===== src/rtl/trk_sel_pkg.sv =====
package trk_sel_pkg;
  localparam int RANK_W   = 3;
  localparam int POS_W    = 6;
  localparam int REC_W    = RANK_W + POS_W;
  localparam int NUM_CAND = 6;
  localparam int NUM_SLOT = 2;
  localparam int IDX_W    = $clog2(NUM_CAND);

  // strobes from the ranking control into the datapath
  typedef struct packed {
    logic             anyHigh;
    logic             firstOk;
    logic [IDX_W-1:0] firstIdx;
    logic             secondOk;
    logic [IDX_W-1:0] secondIdx;
  } pick_strobe_t;
endpackage


===== src/rtl/trk_sel_control.sv =====
module trk_sel_control
  import trk_sel_pkg::*;
#(
  parameter int NCAND = NUM_CAND,
  parameter int RW    = RANK_W
) (
  input  logic [NCAND-1:0]    stgValid,
  input  logic [NCAND*RW-1:0] stgRank,
  output pick_strobe_t        strobe
);
  logic [RW-1:0] bestRank;
  logic [RW-1:0] nextRank;

  always_comb begin
    strobe   = '0;
    bestRank = '0;
    nextRank = '0;
    strobe.anyHigh = |stgValid;
    // strict greater-than keeps the lower index on equal rank
    for (int i = 0; i < NCAND; i++) begin
      if (stgValid[i] && (!strobe.firstOk || stgRank[i*RW +: RW] > bestRank)) begin
        strobe.firstOk  = 1'b1;
        strobe.firstIdx = IDX_W'(i);
        bestRank        = stgRank[i*RW +: RW];
      end
    end
    for (int i = 0; i < NCAND; i++) begin
      if (stgValid[i] && (IDX_W'(i) != strobe.firstIdx) &&
          (!strobe.secondOk || stgRank[i*RW +: RW] > nextRank)) begin
        strobe.secondOk  = 1'b1;
        strobe.secondIdx = IDX_W'(i);
        nextRank         = stgRank[i*RW +: RW];
      end
    end
  end
endmodule


===== src/rtl/trk_sel_datapath.sv =====
module trk_sel_datapath
  import trk_sel_pkg::*;
#(
  parameter int NCAND = NUM_CAND,
  parameter int RW    = RANK_W,
  parameter int PW    = POS_W,
  parameter int NSLOT = NUM_SLOT,
  localparam int RECW = RW + PW
) (
  input  logic                  clk,
  input  logic                  rstN,
  input  logic [NCAND-1:0]      candValid,
  input  logic [NCAND*RW-1:0]   candRank,
  input  logic [NCAND*PW-1:0]   candPos,
  input  logic [NSLOT-1:0]      lowValid,
  input  logic [NSLOT*RECW-1:0] lowRec,
  input  pick_strobe_t          strobe,
  output logic [NCAND-1:0]      stgValid,
  output logic [NCAND*RW-1:0]   stgRank,
  output logic [NSLOT-1:0]      slotValid,
  output logic [NSLOT-1:0]      slotHigh,
  output logic [NSLOT*RECW-1:0] slotRec
);
  logic [NCAND*PW-1:0]   stgPos;
  logic [NSLOT-1:0]      stgLowValid;
  logic [NSLOT*RECW-1:0] stgLowRec;

  // stage 1: capture the crossing
  always_ff @(posedge clk) begin
    if (!rstN) begin
      stgValid    <= '0;
      stgRank     <= '0;
      stgPos      <= '0;
      stgLowValid <= '0;
      stgLowRec   <= '0;
    end else begin
      stgValid    <= candValid;
      stgRank     <= candRank;
      stgPos      <= candPos;
      stgLowValid <= lowValid;
      stgLowRec   <= lowRec;
    end
  end

  // per-slot source selection
  logic [NSLOT-1:0]       pickOk;
  logic [NSLOT*IDX_W-1:0] pickIdx;
  assign pickOk  = {strobe.secondOk, strobe.firstOk};
  assign pickIdx = {strobe.secondIdx, strobe.firstIdx};

  // stage 2: register the chosen pair
  for (genvar s = 0; s < NSLOT; s++) begin : g_slot
    logic [IDX_W-1:0] idx;
    logic [RECW-1:0]  highRec;
    assign idx     = pickIdx[s*IDX_W +: IDX_W];
    assign highRec = {stgRank[idx*RW +: RW], stgPos[idx*PW +: PW]};

    always_ff @(posedge clk) begin
      if (!rstN) begin
        slotValid[s]              <= 1'b0;
        slotHigh[s]               <= 1'b0;
        slotRec[s*RECW +: RECW]   <= '0;
      end else if (strobe.anyHigh) begin
        slotValid[s]              <= pickOk[s];
        slotHigh[s]               <= pickOk[s];
        slotRec[s*RECW +: RECW]   <= pickOk[s] ? highRec : '0;
      end else begin
        slotValid[s]              <= stgLowValid[s];
        slotHigh[s]               <= 1'b0;
        slotRec[s*RECW +: RECW]   <= stgLowValid[s] ? stgLowRec[s*RECW +: RECW] : '0;
      end
    end
  end
endmodule


===== src/rtl/track_pair_picker.sv =====
module track_pair_picker
  import trk_sel_pkg::*;
#(
  parameter int NCAND = NUM_CAND,
  parameter int RW    = RANK_W,
  parameter int PW    = POS_W,
  parameter int NSLOT = NUM_SLOT,
  localparam int RECW = RW + PW
) (
  input  logic                  clk,
  input  logic                  rstN,
  input  logic [NCAND-1:0]      candValid,
  input  logic [NCAND*RW-1:0]   candRank,
  input  logic [NCAND*PW-1:0]   candPos,
  input  logic [NSLOT-1:0]      lowValid,
  input  logic [NSLOT*RECW-1:0] lowRec,
  output logic [NSLOT-1:0]      slotValid,
  output logic [NSLOT-1:0]      slotHigh,
  output logic [NSLOT*RECW-1:0] slotRec
);
  pick_strobe_t          strobe;
  logic [NCAND-1:0]      stgValid;
  logic [NCAND*RW-1:0]   stgRank;

  trk_sel_control #(.NCAND(NCAND), .RW(RW)) u_ctrl (
    .stgValid (stgValid),
    .stgRank  (stgRank),
    .strobe   (strobe)
  );

  trk_sel_datapath #(.NCAND(NCAND), .RW(RW), .PW(PW), .NSLOT(NSLOT)) u_dp (
    .clk       (clk),
    .rstN      (rstN),
    .candValid (candValid),
    .candRank  (candRank),
    .candPos   (candPos),
    .lowValid  (lowValid),
    .lowRec    (lowRec),
    .strobe    (strobe),
    .stgValid  (stgValid),
    .stgRank   (stgRank),
    .slotValid (slotValid),
    .slotHigh  (slotHigh),
    .slotRec   (slotRec)
  );
endmodule


===== config.mk =====
export PLATFORM = sky130hd
export DESIGN_NAME = track_pair_picker
export DESIGN_NICKNAME = d
export VERILOG_FILES = /design/src/rtl/trk_sel_pkg.sv /design/src/rtl/trk_sel_control.sv /design/src/rtl/trk_sel_datapath.sv /design/src/rtl/track_pair_picker.sv
export SDC_FILE = /design/constraint.sdc
export NUM_CORES = 1
export LEC_CHECK = 0
export CAP_MARGIN = 20
export CORE_MARGIN = 2
export CORE_UTILIZATION = 48
export CTS_BUF_LIST = sky130_fd_sc_hd__clkbuf_4 sky130_fd_sc_hd__clkbuf_8
export CTS_CLUSTER_DIAMETER = 200
export DETAILED_ROUTE_END_ITERATION = 6
export PLACE_DENSITY = 0.87
export SLEW_MARGIN = 30
export SYNTH_ARGS = -nofsm -noshare
export SYNTH_HDL_FRONTEND = slang
export SYNTH_SLANG_ARGS = --single-unit

===== constraint.sdc =====
create_clock -name clk -period 13.8 [get_ports clk]
set_input_delay 3.45 -clock clk [delete_from_list [all_inputs] [get_ports clk]]
set_output_delay 3.45 -clock clk [all_outputs]
set_load 0.01 [all_outputs]

* Word level (Yosys, flattened, before mapping) *
Index checks and enable logic that the tools add are counted.

storage, ports and cells
  register bits = 102
  output and inout bits = 22

operators by class
  multipliers = 4
  order comparisons = 10
  eq/ne operators = 5
  shift operators = 4
  muxes and demuxes = 30
  reductions and logical operators = 39

operator list
  kind                   number
  $shiftx A36 B7 Y6      2
  $mux W9                6
  $mux W4                12
  $shiftx A18 B6 Y3      2
  $gt A3 B3 Y1           10
  $mux W3                10
  $mul A3 B2 Y5 const B  4
  $logic_and A1 B1 Y1    16
  $logic_not A1 Y1       10
  $logic_or A1 B1 Y1     10
  $ne A2 B3 Y1 const A   2
  $ne A3 B3 Y1 const A   2
  $reduce_or A6 Y1       1
  $ne A1 B3 Y1 const A   1
  $reduce_bool A3 Y1     1
  $mux W1                2
  $reduce_and A2 Y1      1

* Logic depth before layout (Yosys ltp) *
  depth in word-level cells = 48
  gate-level depth with buffers = 81
  mapped depth without buffers = 73

* Hierarchy *
Synthesis repeated with hierarchy kept, for this count alone.

second synthesis, totals
  cell total of the unflattened synthesis = 517
  area total of the unflattened synthesis = 5192.5 µm²

by module, submodules not included
  module            instances  cells an instance  area each (µm²)  seq. area each (µm²)
  trk_sel_datapath  1          301                3684.8           2042.0
  trk_sel_control   1          216                1507.7           0.0

* Worst setup path after synthesis *
OpenSTA, ideal clock, no wires.

  path type = reg2reg
  start = reg u_dp.stgValid[0]
  end = reg u_dp.slotRec[10]
  arrival = 14.217 ns
  slack = -0.547 ns
  stages on the path, launching flop included = 74
  path buffers = 9
  period minus slack after synthesis = 14.347 ns
  cells stage by stage = dfxtp_1 buf_4 nand2_1 ha_1 nor2b_1 o21a_1 o311ai_0 o21ai_0 ha_1 nand3_1 o21ai_0 or2_2 clkbuf_1 mux2i_1 ha_1 and3b_1 o211ai_1 and2_1 [... 38 more ...] buf_2 a211oi_1 nor2_1 ha_1 a21o_1 a21oi_1 a311oi_1 a31o_4 buf_2 o31ai_1 ha_1 a21o_1 a21oi_1 a311oi_1 clkbuf_1 a31o_2 a2111oi_0 a2bb2oi_1

on the way
  longest elaborated chain between the ends = 48
  elaborated cells on any way between the ends = 79

ends and longest elaborated chain
  element                                           line                    text
  start: declaration                                trk_sel_datapath.sv:18  output logic [NCAND-1:0] stgValid,
  start signal: assignment                          trk_sel_datapath.sv:37  stgValid <= candValid;
  $mux W3 or $mux W4 (tied branches)                trk_sel_control.sv:21   if (stgValid[i] && (!strobe.firstOk || stgRank[i*RW +: RW] > bestRank)) begin
  $gt A3 B3 Y1 or $logic_not A1 Y1 (tied branches)  trk_sel_control.sv:21
  $logic_or A1 B1 Y1                                trk_sel_control.sv:21
  $logic_and A1 B1 Y1                               trk_sel_control.sv:21
  $mux W3 or $mux W4 (tied branches)                trk_sel_control.sv:21
  $gt A3 B3 Y1 or $logic_not A1 Y1 (tied branches)  trk_sel_control.sv:21
  $logic_or A1 B1 Y1                                trk_sel_control.sv:21
  $logic_and A1 B1 Y1                               trk_sel_control.sv:21
  [... 32 more ...]                                 -
  $gt A3 B3 Y1 or $logic_not A1 Y1 (tied branches)  trk_sel_control.sv:29   (!strobe.secondOk || stgRank[i*RW +: RW] > nextRank)) begin
  $logic_or A1 B1 Y1                                trk_sel_control.sv:29
  $logic_and A1 B1 Y1                               trk_sel_control.sv:28   if (stgValid[i] && (IDX_W'(i) != strobe.firstIdx) &&
  $mux W4                                           trk_sel_control.sv:28
  $mul A3 B2 Y5                                     trk_sel_datapath.sv:56  assign highRec = {stgRank[idx*RW +: RW], stgPos[idx*PW +: PW]};
  $shiftx A36 B7 Y6                                 trk_sel_datapath.sv:56
  $mux W9                                           trk_sel_datapath.sv:66  slotRec[s*RECW +: RECW] <= pickOk[s] ? highRec : '0;
  $mux W9 *                                         trk_sel_datapath.sv:63  end else if (strobe.anyHigh) begin
  end signal: indexed assignment                    trk_sel_datapath.sv:66
  end signal: indexed assignment                    trk_sel_datapath.sv:70  slotRec[s*RECW +: RECW] <= stgLowValid[s] ? stgLowRec[s*RECW +: RECW] : '0;
  end: declaration                                  trk_sel_datapath.sv:22  output logic [NSLOT*RECW-1:0] slotRec

Mark *: on every way between the ends. The rest lies on a longest branch, timed or not.
A chain may end at the register's enable or synchronous reset.

* Final worst setup path *
  start = reg u_dp.stgValid[0]
  end = reg u_dp.slotRec[9]

The elaborated chain is that of the path after synthesis.

==> results.yml <==
run_status:
  status: "finished, final reports clean"
setup_path:
  r2r_slack_ns: 0.37
  cpPeakStageDelay_ns: 0.44
  cp.required_ns: 14.05
  crit_path_max_fanout: 10
  crit_start: "u_dp.stgValid[0]"
  rr_worst_depth: 66
  rr_startpoint: "u_dp.stgValid[0]"
  worstSetupEndpoint: "u_dp.slotRec[9]"
  crit_slowest_cell: "or3b_4"
  critPathKind: "reg -> reg"
  startpoint_type: "flip-flop"
  critPathArrivalTime_ns: 13.68
  crit_top_cell: "ha_1"
  worst_setup_path_end_kind: "flip-flop"
  rr_endpoint: "u_dp.slotRec[9]"
cells_and_area:
  antenna_cells: 0
  area_growth_pct: 35.6
  layout-drive-gt1-share_pct: 17.1
  finalNetCount: 769
  fillers: 809
  fin_util_pct: 66.5
clock_tree:
  htreeDepth: 3
  clock_path_buffers: 2
  clk_pin_slew_ns: 0.11
  numCtsBuffers: 9
  clk_latency_ns: 0.37
  cts_root_buf: "clkbuf_8"
  cts_sinks: 102
  cts_tree: "done"
power_and_ir_drop:
  leakage_nw: 2.80
  power_frac_comb_pct: 30.9
  switching_share_pct: 31.9
  internal_power_w: 0.000528
  clkPwrFrac_pct: 26.4
  switchingPower_w: 0.000247
  power_density_nw_per_um2: 113
  vdd_drop_max_uv: 67.6
  pwr-share-seq_pct: 42.8
floorplanning:
  num_io_pins: 104
  initial_core_util_pct: 49.1
  dieArea_um2: 11300
  core_area_um2: 10300
  die_x_um: 106
  die_h_um: 106
  core.rowCount: 37
synth:
  yosys_warnings: 0
  syn_area_um2: 5040
  yosys.area.top_type: "dfxtp_1"
  ys_top_cells_by_area: "dfxtp_1 40%, and2_1 11%, ha_1 7.4%"
  synth_top_area_share_pct: 40.5
  syn_area_per_cell_um2: 9.20
  async_reset_ff_share_pct: 0
  ys_seq_area_share_pct: 40.5
  synth_nets: 660
  syn_inst: 548
  ys_seq_elements: 102
  yosys.cell_types.count: 65
  yosys_most_used_dff: "dfxtp_1"
  synth_edf_count: 0
global_route:
  grt_max_degree: 87
  grt.total_usage_pct: 24.6
  grt_pass1_wl_um: 21900
  grt_overflow_total: 0
  grt_pass1_vias: 4570
  antenna_found_initial: 0
route:
  vias_per_cell: 5.74
  antenna_left: 0
  routed_wl_um: 14400
  routedWlPerCell_um: 18.0
  drcViolationCount: 0
  route.vias.total: 4581
  drt_iter0_drc: 248
  first_pass_iters: 5
timing:
  slew_headroom_pct: 40.0
  hold_violations: 0
  fin_skew_ns: 0.0104
  period_minus_slack_ns: 13.43
  max_freq_mhz: 74.5
  rsz0062_at_grt: "true"
  setup_viol: 0
  holdWs_ns: 0.438
  timing.final.crit_share_pct: 97.3
  slew_violations: 0
  tightest_slew_ns: 0.896
worst_hold_path:
  hold_start: "u_dp.stgLowRec[1]"
  hp-class: "reg -> reg"
placed_design:
  io_buffers: 103
  hpwl_um: 10600
  gp_congestion: 0.928
run:
  max_cap_viol_count: 0
==> sequential cells by signal, summed over array words and instances (netlist names) <==
register / count
u_dp.slotHigh: 2
u_dp.stgValid: 6
u_dp.slotRec: 18
u_dp.stgRank: 18
u_dp.stgPos: 36
u_dp.slotValid: 2
u_dp.stgLowRec: 18
u_dp.stgLowValid: 2
==> power groups by stage <==
| stage | Sequential [W] | Combinational (W) | Clock (W) |
|---|---|---|---|
| floorplan | 0.000337 | 0.000122 | 0 |
| global placement | 0.000337 | 0.000201 | 0 |
| detailed placement | 0.000337 | 0.000207 | 0 |
| CTS | 0.000330 | 0.000214 | 0.000207 |
| global route | 0.000333 | 0.000257 | 0.000216 |
| finish | 0.000331 | 0.000239 | 0.000204 |
==> metrics by stage <==
stage	instances	TNS, ns	power [W]	instance area (um^2)	setup slack, ns
after global routing	798	-2.34	0.000807	6840	-0.279
after CTS	789	-0.171	0.000750	6540	-0.0595
after detailed placement	773	-1.85	0.000543	6250	-0.255
after global placement	773	0	0.000537	6250	0.318
final	798	0	0.000775	6840	0.372
after floorplan	548	0	0.000459	5070	0.0145
==> logic make-up after synthesis <==
family	after synthesis	synth area share (%)
muxes	12	2.48
DFF	102	40.5
and+or+nand+nor	190	21.1
AOI/OAI and AO/OA	151	23.2
adders and majority gates	30	7.44
buffers and inverters	63	5.31
==> area by class of cell <==
cell class | instances | area, um^2 | area share, %
Clock inverter | 7 | 105 | 1.54
Tap cell | 136 | 170 | 2.49
Multi-Input combinational cell | 384 | 3040 | 44.5
Clock buffer | 9 | 124 | 1.81
Timing Repair Buffer | 130 | 1230 | 18.1
Inverter | 30 | 113 | 1.65
Sequential cell | 102 | 2050 | 29.9
==> worst min path at each step <==
stage                           end  slack (ns)  cells after the start
floorplan           u_dp.slotRec[1]        0.40                      1
global placement    u_dp.slotRec[1]        0.41                      1
detailed placement  u_dp.slotRec[1]        0.42                      1
CTS                 u_dp.slotRec[1]        0.45                      1
global route        u_dp.slotRec[1]        0.46                      1
finish              u_dp.slotRec[1]        0.44                      1
==> synth_stat cells, drive strengths merged (5+ instances only) <==
master	count
nand3	9
o22a	9
clkbuf	22
and2	90
dfxtp	102
a221oi	8
a21o	11
nor2	37
mux2i	8
a21boi	5
or2	5
a2bb2oi	8
a311oi	5
o21a	5
o21ai	18
nand2b	5
nand2	18
buf	11
ha	30
a21oi	19
inv	30
a2111oi	6
o221ai	13
a211o	7
==> placed cells by master (no fill, tap or decap), drive strengths merged, types with 9 or more instances in the layout <==
cell type / netlist / layout
nand2: 18 / 18
inv: 30 / 32
nor2: 37 / 37
o21ai: 18 / 18
a21o: 11 / 11
o221ai: 13 / 13
ha: 30 / 30
dfxtp: 102 / 102
buf: 11 / 28
clkdlybuf4s50: 0 / 102
o22a: 9 / 9
clkbuf: 22 / 9
nand3: 9 / 9
and2: 90 / 90
a21oi: 19 / 19
==> routing by layer <==
layer	up-vias	part of all wire (%)	wire length, um	GRT usage (%)
li1	2188	-	-	-
met1	2144	42	6000	29.5
met2	203	50	7130	44.1
met3	46	5.7	815	4.60
met4	0	3.1	448	8.16
met5	-	0	0	0
==> critical path: cells and delay by family (launching register included) <==
kind / cells / cell delay, ns
adder cells (fa/ha/maj): 10 / 2.97
multiplexers: 2 / 0.53
flip-flops: 1 / 0.38
AO/OA/AOI/OAI: 34 / 6.39
buffers and inverters: 3 / 0.18
AND/OR/NAND/NOR: 17 / 2.84
==> timing repair <==
action,CTS,global route
resized for setup,18,48
setup buffers,0,8
endpoints found under the setup margin,9,9
hold buffers,0,0
gates cloned,0,1
pin swaps,1,16
Note: power is estimated with default switching activity, not from simulation.
